[src/rtl/tat_pkg.sv]
package tat_pkg;
    localparam int NUM_BANKS = 4;
    localparam int BANK_W    = $clog2(NUM_BANKS);
    localparam int TURN_W    = 4;
    localparam int CNT_W     = TURN_W + 1;

    typedef logic [BANK_W-1:0] bank_t;
    typedef logic [TURN_W-1:0] turn_t;
    typedef logic [CNT_W-1:0]  cnt_t;

    typedef enum logic [1:0] {
        MODE_A = 2'b00,
        MODE_B = 2'b01,
        MODE_C = 2'b10,
        MODE_D = 2'b11
    } amode_e;

    localparam turn_t  RST_TURN = '1;
    localparam amode_e RST_MODE = MODE_A;

    typedef struct packed {
        turn_t  turn;
        amode_e mode;
    } bank_cfg_t;

    typedef struct packed {
        bank_t bank;
        logic  wr;
        logic  sy;
        logic  mx;
    } xfer_t;

    typedef struct packed {
        logic  vld;
        xfer_t x;
        logic  mode_d;
        turn_t turn;
    } prev_t;

    function automatic cnt_t pick_gap(prev_t p, xfer_t n, cnt_t short_g, cnt_t long_g);
        cnt_t g;
        if (!p.vld || !p.x.wr) begin
            g = '0;
        end else if (p.x.sy) begin
            if (!n.sy)                 g = short_g;
            else if (!n.wr)            g = long_g;
            else if (n.bank == p.x.bank) g = short_g;
            else                       g = long_g;
        end else begin
            if (n.wr && !n.sy && (n.bank == p.x.bank) && !p.x.mx && !p.mode_d)
                g = '0;
            else
                g = cnt_t'(p.turn);
        end
        return g;
    endfunction
endpackage

[src/rtl/tat_cfg_regs.sv]
module tat_cfg_regs
    import tat_pkg::*;
(
    input  logic                        clk,
    input  logic                        rst,
    input  logic                        we,
    input  bank_t                       wbank,
    input  bank_cfg_t                   wcfg,
    output bank_cfg_t [NUM_BANKS-1:0]   cfg_q
);
    for (genvar b = 0; b < NUM_BANKS; b++) begin : g_bank
        always_ff @(posedge clk) begin
            if (rst) begin
                cfg_q[b].turn <= RST_TURN;
                cfg_q[b].mode <= RST_MODE;
            end else if (we && (wbank == bank_t'(b))) begin
                cfg_q[b] <= wcfg;
            end
        end

        // reset contents
        a_r2_cfg_reset: assert property (@(posedge clk) disable iff (rst)
            $past(rst) |-> (cfg_q[b].turn == RST_TURN && cfg_q[b].mode == RST_MODE));
    end
endmodule

[src/rtl/tat_gap_sel.sv]
module tat_gap_sel
    import tat_pkg::*;
#(
    parameter int SHORT_GAP = 2,
    parameter int LONG_GAP  = 3
) (
    input  prev_t prev,
    input  xfer_t next,
    output cnt_t  gap
);
    localparam cnt_t SHORT_C = cnt_t'(SHORT_GAP);
    localparam cnt_t LONG_C  = cnt_t'(LONG_GAP);

    always_comb gap = pick_gap(prev, next, SHORT_C, LONG_C);
endmodule

[src/rtl/tat_prev_track.sv]
module tat_prev_track
    import tat_pkg::*;
(
    input  logic  clk,
    input  logic  rst,
    input  logic  grant,
    input  xfer_t xfer,
    input  turn_t bank_turn,
    input  logic  bank_mode_d,
    output prev_t prev_q,
    output cnt_t  elapsed_q
);
    always_ff @(posedge clk) begin
        if (rst) begin
            prev_q    <= '0;
            elapsed_q <= '0;
        end else if (grant) begin
            prev_q.vld    <= 1'b1;
            prev_q.x      <= xfer;
            prev_q.mode_d <= bank_mode_d;
            prev_q.turn   <= bank_turn;
            elapsed_q     <= '0;
        end else if (elapsed_q != '1) begin
            elapsed_q <= elapsed_q + 1'b1;
        end
    end

    // idle count restarts at each grant
    a_r10_elapsed_restart: assert property (@(posedge clk) disable iff (rst)
        grant |=> (elapsed_q == '0));
    // snapshot of the turnaround count is frozen between grants
    a_r11_snapshot_frozen: assert property (@(posedge clk) disable iff (rst)
        !grant |=> $stable(prev_q.turn));
endmodule

[src/rtl/turnaround_sched.sv]
module turnaround_sched
    import tat_pkg::*;
#(
    parameter int SHORT_GAP = 2,
    parameter int LONG_GAP  = 3
) (
    input  logic       clk,
    input  logic       rst,
    input  logic       cfg_we,
    input  logic [1:0] cfg_bank,
    input  logic [3:0] cfg_turn,
    input  logic [1:0] cfg_mode,
    input  logic [3:0] ext_mode_en,
    input  logic       req_valid,
    output logic       req_ready,
    input  logic [1:0] req_bank,
    input  logic       req_write,
    input  logic       req_sync,
    input  logic       req_mux
);
    bank_cfg_t [NUM_BANKS-1:0] cfg_q;
    bank_cfg_t wcfg;
    xfer_t     next_x;
    prev_t     prev_q;
    cnt_t      elapsed_q;
    cnt_t      gap;
    logic      grant;
    logic      sel_mode_d;

    always_comb begin
        wcfg.turn   = cfg_turn;
        wcfg.mode   = amode_e'(cfg_mode);
        next_x.bank = req_bank;
        next_x.wr   = req_write;
        next_x.sy   = req_sync;
        next_x.mx   = req_mux;
        sel_mode_d  = ext_mode_en[req_bank] && (cfg_q[req_bank].mode == MODE_D);
    end

    tat_cfg_regs u_cfg (
        .clk   (clk),
        .rst   (rst),
        .we    (cfg_we),
        .wbank (cfg_bank),
        .wcfg  (wcfg),
        .cfg_q (cfg_q)
    );

    tat_gap_sel #(.SHORT_GAP(SHORT_GAP), .LONG_GAP(LONG_GAP)) u_gap (
        .prev (prev_q),
        .next (next_x),
        .gap  (gap)
    );

    tat_prev_track u_track (
        .clk         (clk),
        .rst         (rst),
        .grant       (grant),
        .xfer        (next_x),
        .bank_turn   (cfg_q[req_bank].turn),
        .bank_mode_d (sel_mode_d),
        .prev_q      (prev_q),
        .elapsed_q   (elapsed_q)
    );

    assign req_ready = !prev_q.vld || (elapsed_q >= gap);
    assign grant     = req_valid && req_ready;

    // nothing recorded yet -> no stall
    a_r1_first_grant: assert property (@(posedge clk) disable iff (rst)
        !prev_q.vld |-> req_ready);
    // a read leaves no turnaround behind
    a_r6_read_free: assert property (@(posedge clk) disable iff (rst)
        (prev_q.vld && !prev_q.x.wr) |-> req_ready);
    // after a synchronous write the next grant is never in the very next cycle
    a_r7_sync_write_min_gap: assert property (@(posedge clk) disable iff (rst)
        (grant && req_sync && req_write) |=> !grant);
endmodule

[config.mk]
export PLATFORM = sky130hd
export DESIGN_NAME = turnaround_sched
export DESIGN_NICKNAME = d
export VERILOG_FILES = /design/src/rtl/tat_pkg.sv /design/src/rtl/tat_cfg_regs.sv /design/src/rtl/tat_gap_sel.sv /design/src/rtl/tat_prev_track.sv /design/src/rtl/turnaround_sched.sv
export SDC_FILE = /design/constraint.sdc
export NUM_CORES = 1
export LEC_CHECK = 0
export ABC_AREA = 1
export BUFFER_PORTS_ARGS = -buffer_cell sky130_fd_sc_hd__buf_2
export CORE_ASPECT_RATIO = 1.75
export CORE_MARGIN = 3
export CORE_UTILIZATION = 52
export DETAILED_ROUTE_END_ITERATION = 8
export HOLD_SLACK_MARGIN = 0.1
export PLACE_DENSITY = 0.75
export SKIP_CTS_REPAIR_TIMING = 1
export SLEW_MARGIN = 30
export SYNTH_ARGS = -nofsm -noshare
export SYNTH_HDL_FRONTEND = slang
export SYNTH_SLANG_ARGS = --single-unit
[constraint.sdc]
create_clock -name clk -period 1.9 [get_ports clk]
set_input_delay 0.19 -clock clk [delete_from_list [all_inputs] [get_ports clk]]
set_output_delay 0.19 -clock clk [all_outputs]
set_load 0.01 [all_outputs]
# --- Word level (Yosys, flattened, before mapping) ---
# Cells that the tools add are included.
op_classes:
  order_cmp: 2
  eq_ne: 6
  reduce_logical: 19
  n_addsub: 1
  n_mux: 10
op_table:
  columns: ["operator", "n"]
  rows:
  - ["$mux W5", 4]
  - ["$bmux W6 S2", 1]
  - ["$logic_and A1 B1 Y1", 10]
  - ["$eq A2 B2 Y1 const B", 3]
  - ["$mux W6", 1]
  - ["$add A5 B1 Y5 const B", 1]
  - ["$ge A5 B5 Y1", 1]
  - ["$logic_not A1 Y1", 5]
  - ["$ne A5 B5 Y1 const B", 1]
  - ["$mux W4", 1]
  - ["$lt A2 B3 Y1 const B", 1]
  - ["$bmux W1 S2", 1]
  - ["$eq A2 B1 Y1 const B", 1]
  - ["$eq A2 B2 Y1", 1]
  - ["$logic_not A2 Y1", 1]
  - ["$logic_or A1 B1 Y1", 2]
  - ["$mux W1", 2]
  - ["$reduce_or A2 Y1", 1]
word_totals:
  out_inout_bits: 1
  reg_bits: 40

# --- Longest topological paths before layout ---
# Gate-level depths: netlist (run 1).
depth:
  ltp_word: 12
  depth_mapped: 18

# --- Cells and area by module ---
# A second synthesis (run 1) with hierarchy kept.
unflattened:
  cells_unflattened: 294
  hier_area_um2: 2021.9
modules_own_cells:
  columns: ["module", "cells_each", "area_per_inst_um2", "n_inst", "seq_area_each_um2"]
  rows:
  - ["tat_cfg_regs", 126, 959.7, 1, 480.5]
  - ["tat_prev_track", 77, 608.1, 1, 320.3]
  - ["turnaround_sched", 62, 317.8, 1, 0.0]
  - ["tat_gap_sel", 29, 136.4, 1, 0.0]

# --- Least setup slack after synthesis (run 1) ---
# No wires, ideal clock.
synth_timing:
  path_kind: "reg2reg"
  from: "register, netlist name u_track.prev_q[9]"
  to: "register, netlist name u_track.prev_q[0]"
  path_buffers: 1
  arrival_time_ns: 1.761
  setup_slack_ns: 0.024
  period_less_slack_ns: 1.876
  setup_ns: 0.115
  path_stages_with_launch: 17
  cell_sequence: "dfxtp_1 -> inv_1 -> nor2_1 -> nor3_1 -> nand4_1 -> nand2_1 -> nand2_1 -> nand2_1 -> inv_1 -> ha_1 -> nand2_1 -> nor2_1 -> nand2_1 -> nand4_1 -> buf_2 -> a21oi_1 -> nor2_1"
synth_between:
  elab_chain_len: 10
  word_cells_on_any_way: 13
  cone_classes: "order compare (1); eq/ne (1); mux (6); reduce/logical (5)"
synth_lines:
  columns: ["item", "line", "rtl"]
  rows:
  - ["$eq A2 B2 Y1 *", "tat_pkg.sv:47, tat_pkg.sv:50", null]
  - ["$logic_and A1 B1 Y1 (3 in a row)", "tat_pkg.sv:50", "if (n.wr && !n.sy && (n.bank == p.x.bank) && !p.x.mx && !p.mode_d)"]
  - ["$mux W4", "tat_pkg.sv:50", null]
  - ["$mux W5 *", "tat_pkg.sv:44", "end else if (p.x.sy) begin"]
  - ["$mux W5 *", "tat_pkg.sv:42", "if (!p.vld || !p.x.wr) begin"]
  - ["$ge A5 B5 Y1 *", "turnaround_sched.sv:66", "assign req_ready = !prev_q.vld || (elapsed_q >= gap);"]
  - ["$logic_or A1 B1 Y1 *", "turnaround_sched.sv:66", null]
  - ["via req_ready", "turnaround_sched.sv:15", "output logic req_ready,"]
  - ["$logic_and A1 B1 Y1 *", "turnaround_sched.sv:67", "assign grant = req_valid && req_ready;"]
# The timed path passes the listed nets; every way through them passes the cells marked *.
# A chain may end at the register's enable or synchronous reset.

# --- Final worst setup path (run 1) ---
layout_timing:
  from: "register, netlist name u_track.prev_q[9]"
  to: "output req_ready"
layout_between:
  elab_chain_len: 9
  word_cells_on_any_way: 12
  cone_classes: "order compare (1); eq/ne (1); mux (6); reduce/logical (4)"
layout_lines:
  columns: ["item", "line"]
  rows:
  - ["$eq A2 B2 Y1 *", "tat_pkg.sv:47, tat_pkg.sv:50"]
  - ["$logic_and A1 B1 Y1 (3 in a row)", "tat_pkg.sv:50"]
  - ["$mux W4", "tat_pkg.sv:50"]
  - ["$mux W5 *", "tat_pkg.sv:44"]
  - ["$mux W5 *", "tat_pkg.sv:42"]
  - ["$ge A5 B5 Y1 *", "turnaround_sched.sv:66"]
  - ["$logic_or A1 B1 Y1 *", "turnaround_sched.sv:66"]
  - ["to (decl)", "turnaround_sched.sv:15"]
# Mark *: on every way between the ends. The rest lies on a longest branch, timed or not.

==> impl_results.md, run 1 <==
* Crit path time final at between 2000 and 2500 ps
* Leakage power at around 1.2 nW
* Synth Warn # at 0
* Share of layout cells above drive strength 1 at between 20% and 30%
* Area after DPL at about 2200 um2
* Via density at 5.45
* Synthesized area per cell at 7.20 um2
* Worst slew pin tran at between 600 and 700 ps
* Sink Count at 40
* Fin. Hold Viols at 0
* Fmax at 0.405 GHz
* Worst-Skew Late Latency at 300 ps
* Status: finished with violations
* Initial drt markers at 70
* Initial DRT Pass Iterations at 6
* Register Area at 802 um2
* Gpl congestion at ~0.79
* Bufs on Longest Clock Path at 2
* Num ports at 22
* EDFF count, synth at 0
* RSZ-0062 raised after global routing: true
* First-pass GRT wire length at 7760 um
* Row count at 28
* Area of the die at approximately 4600 um2
* Fin area at 2430 um2
* PnR worst setup slack at -572 ps
* Post-synth ARST share at 0%
* Final ANT Viol Nets at 0
* Clock-pin transition on the worst setup and hold timing paths at 80 ps
* Main synth FF type: dfxtp_1
* Global route overflow at 0
* Wire length on met3 at around 180 um
* CP Class: reg2out
* Port buffer count at 21
* Crit-path max FO at 3
* CP Data Required Time at 1710 ps
* Vias in the first global route at approximately 1,800
* Total core area at ~3500 um2
* Post-synth cell types at 25
* Failing checks: setup timing
* Worst path cell trace: inv_2 > nor2_4 > buf_4 > nor2_1 > nand4_1 > nand3_1 > o21ai_0 > nand2_1 > inv_1 > ha_1 > nand2_1 > nor2_1 > nand2_1 > nand4_1 > buf_12 > buf_2
* P&R area growth vs syn at 23.6%
* Total track usage at 22.3%
* Count leader, synth: nand2_1
* Crit. End Element: output port
* Seq cells post-synth at 40
* Die Y at approximately 87 um
* HPWL reported at the end of detailed placement at between 3000 and 4000 um
* Max Slew Vio Count at 0
* Met2 routed WL at 2740 um
* Top Metal Used: met4
* M1 WL at 1780 um
* FILL cells at 306
* Starting density of the core at 56.1%
* Slowest stage cell on the critical path: dfxtp_2
* Multi-input gate area in the final layout at 1080 um2
* Max IR drop VDD at 675 uV
* Mapped Area at roughly 2000 um2
* Yosys top cell area share at 40.8%
* Max_cap viols at 0
* Cells after synthesis at 273
* Largest area contributor in the netlist: dfxtp_1
* Residual DRC count at 0
* Root Buffer: clkbuf_8
* Chip width at approximately 52 um
* Largest net degree at the start of global routing at 36
* Register area share after synthesis at 40.8%
* Setup Viol. Count Final at 16
* Worst Hold Class: in2reg
* PwrDens at 771 nW/um2
* CTS buffer count at 5
* Crit path launch type: flop
* Fin crit share at 130%
* H-tree depth reported by CTS at 2
* CTS tree: built
* Initial antenna violation count at 0
* Inserted Diodes at 0
* Slowest stage delay, CP at approximately 340 ps
* Routed wire per std cell at 13.5 um
* Slew headroom at roughly three fifths
* Vias at slightly below 2,000
* Skew final at 8.42 ps
* Synth cell count leaders: nand2_1 (60), dfxtp_1 (40), nor2_1 (40)
* Top cells by area, synth: dfxtp_1 (41%), nand2_1 (11%), nor2_1 (7.6%), o21ai_0 (5.4%), inv_1 (4.8%)
* Final net count at 336
* Most used cell, CP: nand2_1
* WL final at between 4000 and 5000 um
* Worst EP arrival at 2280 ps
* Post-route insts no fill at around 360
* Placed instance count at 340
* Syn_nets at 300
## flip-flops by register name (all words and copies together), names as in the netlist
| signal | cells |
|---|---|
| u_cfg.cfg_q | 24 |
| u_track.prev_q | 11 |
| u_track.elapsed_q | 5 |
## final cells by class
type | instances | area share [%]
Tap cell | 45 | 2.32
Sequential cell | 40 | 33.0
Clock buffer | 5 | 2.84
Multi-Input combinational cell | 197 | 44.3
Clock inverter | 3 | 1.75
Inverter | 26 | 4.02
Timing Repair Buffer | 39 | 11.7
## kinds of logic after synthesis
group           after synthesis  synth area share, %
simple gates                145                 34.7
compound gates               44                 12.3
flops                        40                 40.8
buf+inv                      36                 7.58
fa+ha+maj                     6                 3.82
xor+xnor                      2                0.892
## routing by layer
metal | up-vias | track usage, %
li1 | 963 | -
met2 | 53 | 42.1
met5 | - | 0
met1 | 907 | 22.6
met4 | 0 | 8.84
met3 | 10 | 4.97
## worst max-delay path, delay by kind of cell, from the launching register on
kind | cells | cell delay, ps
AND/OR/NAND/NOR | 9 | 750
buffers and inverters | 5 | 540
flip-flops | 1 | 340
adder cells (fa/ha/maj) | 1 | 270
AO/OA/AOI/OAI | 1 | 90
## layout by cell type, fill, tap and decap left out, types with 3 or more instances in the layout
| cell type | count |
|---|---|
| a21oi_1 | 13 |
| a21oi_2 | 6 |
| buf_2 | 21 |
| buf_4 | 13 |
| clkbuf_8 | 5 |
| dfxtp_1 | 39 |
| ha_1 | 6 |
| inv_1 | 24 |
| nand2_1 | 59 |
| nand3_1 | 14 |
| nand3b_1 | 7 |
| nand4_1 | 10 |
| nor2_1 | 36 |
| nor2_2 | 3 |
| nor3_2 | 3 |
| o211ai_1 | 4 |
| o21ai_0 | 21 |
## stage by stage
stage	hold WS [ps]	setup TNS (ps)	worst slack, ps	util, %	power (W)
floorplan	262	0	23.9	-	0.00107
global placement	378	-2580	-189	61.9	0.00115
detailed placement	383	-2720	-193	61.9	0.00116
CTS	66.3	-3080	-481	65.1	0.00185
global route	171	-9960	-759	69.3	0.00196
finish	159	-6520	-572	69.3	0.00187
## report_power, final
part           switching, W  internal (W)
Combinational      0.000151      0.000107
Sequential        0.0000262      0.000885
Clock              0.000314      0.000389
## path summary, 6_finish.rpt
kind / start / end / slack, ps / cells past startpoint
worst max-delay path: u_track.prev_q[9]$_SDFFE_PP0P_ / req_ready / -570 / 16
worst min-delay path: cfg_turn[3] / u_cfg.cfg_q[5]$_SDFFE_PP1P_ / 160 / 3
worst max register to register: u_track.prev_q[9]$_SDFFE_PP0P_ / u_track.prev_q[4]$_SDFFE_PP0P_ / -430 / 20
worst min register to register: u_cfg.cfg_q[5]$_SDFFE_PP1P_ / u_cfg.cfg_q[5]$_SDFFE_PP1P_ / 460 / 2
Power figures use the tool's default switching activity.
==> inputs of run 2 (changes only) <==
BUFFER_PORTS_ARGS = -buffer_cell sky130_fd_sc_hd__buf_4   (was -buffer_cell sky130_fd_sc_hd__buf_2)
==> run 2 against run 1 <==
Compared with the run above:
- the flow still finishes with violations (setup timing)
- register-to-register slack gained 220 ps
- die area stayed put
- non-clock buffer count down 4
- global-route usage decreased by 0.22 points
- worst hold slack worse by 12 ps
- setup slack gained 170 ps
- count of clock-buffer cells in the layout grew 3
- clock skew is 2.3 ps lower
- sequential cell count unchanged
- first-iteration DRC count fell by 60%
- critical path depth fell by 1
==> impl_results.md, run 2 (synthesis results as in run 1) <==
* Worst slew pin tran at 590 ps
* Max Slew Vio Count at 0
* Total track usage at 22.1%
* Sw frac at 25.7%
* Fmax at 0.434 GHz
* Fin. Hold Viols at 0
* CP Class: reg2out
* Crit path time final at approximately 2300 ps
* Initial DRT Pass Iterations at 4
* Sink Count at 40
* Crit-path max FO at 4
* CTS buffer count at 5
* Worst reg2reg setup slack at -210 ps
* Net Sw Power at 0.000446 W
* Crit path launch type: flop
* CP Data Required Time at 1710 ps
* First-pass GRT wire length at 7720 um
* Max reg flops at 24
* Seq pwr share at around 53%
* Via density at 5.24
* Fin Setup TNS at -3270 ps
* Setup Viol. Count Final at 16
* Final ANT Viol Nets at 0
* HPWL reported at the end of detailed placement at between 3000 and 4000 um
* Row count at 28
* Max IR drop VDD at 645 uV
* Internal power at about 0.0013 W
* Commonest non-fill, non-tap cell in the layout: nand2_1
* Failing checks: setup timing
* Global route overflow at 0
* Hold Path Depth at 3
* Worst-Skew Late Latency at 290 ps
* Clock power frac at 33.2%
* Routed wire per std cell at approximately 13 um
* Top reg by flops: u_cfg.cfg_q
* Fin area at 2360 um2
* Area after DPL at 2220 um2
* Worst Hold Launch: cfg_turn[2]
* Most frequent cells in the layout: nand2_1 (60), dfxtp_1 (39), nor2_1 (38)
* Worst EP arrival at 2120 ps
* Share of layout cells above drive strength 1 at 19.0%
* R2R cell count at 17
* Die Y at 87.3 um
* Initial antenna violation count at 0
* Port buffer count at 21
* Inserted Diodes at 0
* Area of the die at 4580 um2
* CTS tree: built
* Num ports at 22
* Reg-to-Reg End: u_track.elapsed_q[3]$_SDFFE_PP0P_
* RSZ-0062 raised after global routing: true
* Total power at around 0.0017 W
* Post-route insts no fill at between 300 and 400
* Starting density of the core at a little under three fifths
* Placed instance count at 342
* Crit. End Element: output port
* Leakage power at 1.12 nW
* Fin crit share at 121%
* Total core area at 3500 um2
* Vias at 1,839
* WL final at 4460 um
* Worst setup path start: u_track.prev_q[9]$_SDFFE_PP0P_
* Slew headroom at 60.6%
* Residual DRC count at 0
* Bufs on Longest Clock Path at 2
* Clock-pin transition on the worst setup and hold timing paths at roughly 70 ps
* PwrDens at 737 nW/um2
* Final net count at 332
* Combinational fraction of design power at between 10 and 15%
* Finished Core Util at 67.3%
* Status: finished with violations
* Max_cap viols at 0
* Skew final at roughly 6.1 ps
* P&R area growth vs syn at 20.0%
* Gpl congestion at 0.856
* Largest net degree at the start of global routing at 36
* Vias in the first global route at approximately 1,800
* Root Buffer: clkbuf_8
* PnR worst setup slack at -406 ps
* H-tree depth reported by CTS at 2
* Initial drt markers at 28
* Chip width at 52.5 um
* Hold-critical path endpoint: u_cfg.cfg_q[4]$_SDFFE_PP1P_
* Reg2reg start: u_track.prev_q[9]$_SDFFE_PP0P_
* Largest regs: u_cfg.cfg_q: 24 flops, u_track.prev_q: 11 flops, u_track.elapsed_q: 5 flops
* Worst Hold Class: in2reg
==> run 2: changes by cell type in the layout (fill, tap and decap cells not counted), moves of 3 or more <==
| cell | change |
|---|---|
| a21oi_2 | -3 |
| a21oi_1 | +3 |
| buf_4 | +20 |
| buf_2 | -21 |
==> run 2: area by class of cell <==
| cell class | instances | area, um2 |
|---|---|---|
| clock buffers | 8 | 90.1 |
| fillers | 333 | 1150 |
| inverters | 26 | 97.6 |
| multi-input cells | 197 | 1040 |
| flip-flops and latches | 40 | 802 |
| well taps | 45 | 56.3 |
| repair buffers | 35 | 269 |
==> run 2: power by group through the flow <==
| stage | clock, W | sequential [W] | combinational (W) |
|---|---|---|---|
| global placement | 0 | 0.000929 | 0.000238 |
| finish | 0.000577 | 0.000912 | 0.000249 |
| floorplan | 0 | 0.000922 | 0.000151 |
| detailed placement | 0 | 0.000930 | 0.000242 |
| CTS | 0.000586 | 0.000911 | 0.000244 |
| global route | 0.000625 | 0.000916 | 0.000285 |
==> run 2: worst max-delay path by stage <==
stage / to / cells past startpoint / slack (ps)
final: req_ready / 15 / -410
after global routing: req_ready / 14 / -540
after CTS: req_ready / 15 / -490
after detailed placement: u_track.elapsed_q[3]$_SDFFE_PP0P_ / 18 / -250
after global placement: u_track.prev_q[4]$_SDFFE_PP0P_ / 19 / -190
after floorplan: u_track.prev_q[0]$_SDFFE_PP0P_ / 16 / 20
==> run 2: through the flow <==
stage                     hold slack, ps  worst slack (ps)
after floorplan                      262              23.9
after global placement               371              -193
after detailed placement             375              -245
after CTS                           65.8              -490
after global routing                 148              -537
final                                147              -406
==> run 2: routing by layer <==
layer  vias to the layer above  global-route usage [%]  share of wire [%]
met5                         -                       0                  0
met4                         0                    8.14                1.3
met3                         7                    3.26                3.1
met2                        32                    40.5                 56
met1                       844                    24.8                 40
li1                        956                       -                  -
==> run 2: worst max-delay path, stage by stage (launching register included) <==
cell     delay, ps
dfxtp_2        340
inv_2           70
nor2_4          40
nor3_2         160
nand4_1        180
nand2_1        110
nand2_1         50
nand2_1         70
inv_2           50
ha_4           220
nand2_1         50
nor2_1          40
nand2_1         60
nand4_1        130
buf_4          170
buf_6          110
==> inputs of run 3 (changes only) <==
MAX_ROUTING_LAYER = met4   (was default)
==> run 3 against run 2 <==
Compared with the run above:
- the flow still finishes with violations (setup timing)
- clock skew about the same
- utilization unchanged
- register-to-register slack hardly changed
- non-clock buffer count did not move
- sequential cell count is the same
- cell area unchanged
- clock power about the same
- power hardly changed
- critical path depth unchanged
- sequential share of layout area did not move
- setup slack hardly changed
- global-route usage up 0.65 points
- critical path type unchanged
- critical endpoint unchanged
==> impl_results.md, run 3 (synthesis results as in run 1) <==
* Slowest stage delay, CP at 340 ps
* HPWL reported at the end of detailed placement at 3360 um
* Residual DRC count at 0
* Met2 routed WL at approximately 2500 um
* Initial DRT Pass Iterations at 4
* Inserted Diodes at 0
* Total core area at approximately 3500 um2
* Sink Count at 40
* Die Y at between 80 and 90 um
* Final net count at between 300 and 400
* Share of layout cells above drive strength 1 at 19.0%
* Crit path launch type: flop
* Wire length on met3 at between 100 and 150 um
* Max_cap viols at 0
* Worst-Skew Late Latency at a little under 300 ps
* Gpl congestion at 0.869
* Fin. Hold Viols at 0
* Multi-input gate area in the final layout at 1040 um2
* Total track usage at 22.8%
* Max Slew Vio Count at 0
* Failing checks: setup timing
* Worst EP arrival at 2120 ps
* Reg2reg start: u_track.prev_q[9]$_SDFFE_PP0P_
* H-tree depth reported by CTS at 2
* RSZ-0062 raised after global routing: true
* CP bufs+invs at 4
* Bufs on Longest Clock Path at 2
* First-pass GRT wire length at 7730 um
* WL final at 4440 um
* Area of the die at 4580 um2
* Worst setup endpoint: req_ready
* Final ANT Viol Nets at 0
* Row count at 28
* Fin Setup TNS at -3260 ps
* Total power at 0.00174 W
* Register Area at approximately 800 um2
* Setup Viol. Count Final at 16
* Reg-to-Reg End: u_track.elapsed_q[3]$_SDFFE_PP0P_
* Slew headroom at 60.5%
* Vias in the first global route at 1,772
* Via density at around 5.2
* Hold Path Depth at 3
* Most used cell, CP: nand2_1
* PwrDens at between 700 and 800 nW/um2
* PnR worst setup slack at -406 ps
* Clock-pin transition on the worst setup and hold timing paths at 80 ps
* R2R cell count at 17
* P&R area growth vs syn at 20.0%
* Crit path depth at 15
* Worst path cell trace: inv_2 > nor2_4 > nor3_2 > nand4_1 > nand2_1 > nand2_1 > nand2_1 > inv_2 > ha_4 > nand2_1 > nor2_1 > nand2_1 > nand4_1 > buf_4 > buf_6
* Most frequent cells in the layout: nand2_1 (60), dfxtp_1 (39), nor2_1 (38)
* Crit. End Element: output port
* Max reg flops at 24
* Cell family contributing the most delay on the critical path: simple AND/OR/NAND/NOR gates
* Fmax at 0.434 GHz
* Post-route insts no fill at 351
* M1 WL at 1750 um
* Initial antenna violation count at 0
* Vias at 1,839
* Root Buffer: clkbuf_8
* Chip width at 52.5 um
* Crit path time final at 2310 ps
* Max IR drop VDD at between 600 and 700 uV
* Fin crit share at 121%
* Placed instance count at 342
* Worst slew pin tran at just under 600 ps
* Worst reg2reg setup slack at -210 ps
* Status: finished with violations
* Largest regs: u_cfg.cfg_q: 24 flops, u_track.prev_q: 11 flops, u_track.elapsed_q: 5 flops
* Slowest stage cell on the critical path: dfxtp_2
* Worst setup path start: u_track.prev_q[9]$_SDFFE_PP0P_
* FILL cells at about 330
* Top Metal Used: met4
* CP Data Required Time at 1710 ps
* CP Class: reg2out
* Crit-path max FO at 4
* Port buffer count at 21
* Num ports at 22
* Commonest non-fill, non-tap cell in the layout: nand2_1
* Leakage power at approximately 1.1 nW
* Global route overflow at 0
* Skew final at 6.24 ps
* Starting density of the core at 56.1%
* CTS buffer count at 5
* CTS tree: built
* Largest net degree at the start of global routing at 36
* Routed wire per std cell at 12.7 um
* Initial drt markers at 39
* Worst Hold Class: in2reg
* Top reg by flops: u_cfg.cfg_q
[run 3: area by class of cell]
cell class,instances,share of cell area (%)
multi-input cells,197,44.2
flip-flops and latches,40,34.0
repair buffers,35,11.4
inverters,26,4.14
clock buffers,8,3.82
well taps,45,2.39
[run 3: worst register-to-register path, stage by stage, from the launching register on]
cell and delay [ps]:
dfxtp_2 340, inv_2 70, nor2_4 40, nor3_2 160
nand4_1 180, nand2_1 110, nand2_1 50, nand2_1 70
inv_2 50, ha_4 240, nand2_1 40, nor2_1 80
nand2_1 60, nand4_1 120, buf_4 180, nand2_4 70
nand2_4 100, nor2_1 50
[run 3: routing by layer]
| metal | GRT usage, % | vias up |
|---|---|---|
| li1 | - | 956 |
| met1 | 24.8 | 841 |
| met2 | 40.6 | 34 |
| met3 | 3.26 | 8 |
| met4 | 8.14 | 0 |
| met5 | - | - |
[run 3: power by group]
part,internal [W],switching (W),total (W)
combinational,0.000109,0.000139,0.000249
sequential,0.000886,0.0000262,0.000912
clock,0.000296,0.000279,0.000575
total,0.00129,0.000445,0.00174
[run 3: how the worst min path moves through the flow]
stage / slack (ps) / startpoint / endpoint
floorplan: 260 / rst / u_track.prev_q[10]$_SDFFE_PP0P_
global placement: 370 / rst / u_track.prev_q[10]$_SDFFE_PP0P_
detailed placement: 370 / rst / u_track.prev_q[10]$_SDFFE_PP0P_
CTS: 70 / rst / u_track.prev_q[10]$_SDFFE_PP0P_
global route: 150 / cfg_turn[2] / u_cfg.cfg_q[22]$_SDFFE_PP1P_
finish: 150 / cfg_turn[0] / u_cfg.cfg_q[20]$_SDFFE_PP1P_
[run 3: through the flow]
stage	cell area [um2]	util, %	setup slack, ps	hold WS (ps)
final	2360	67.3	-406	149
after global routing	2360	67.3	-537	148
after CTS	2310	66.1	-490	65.8
after detailed placement	2220	63.5	-245	375
after global placement	2220	63.5	-193	371
after floorplan	1960	-	23.9	262
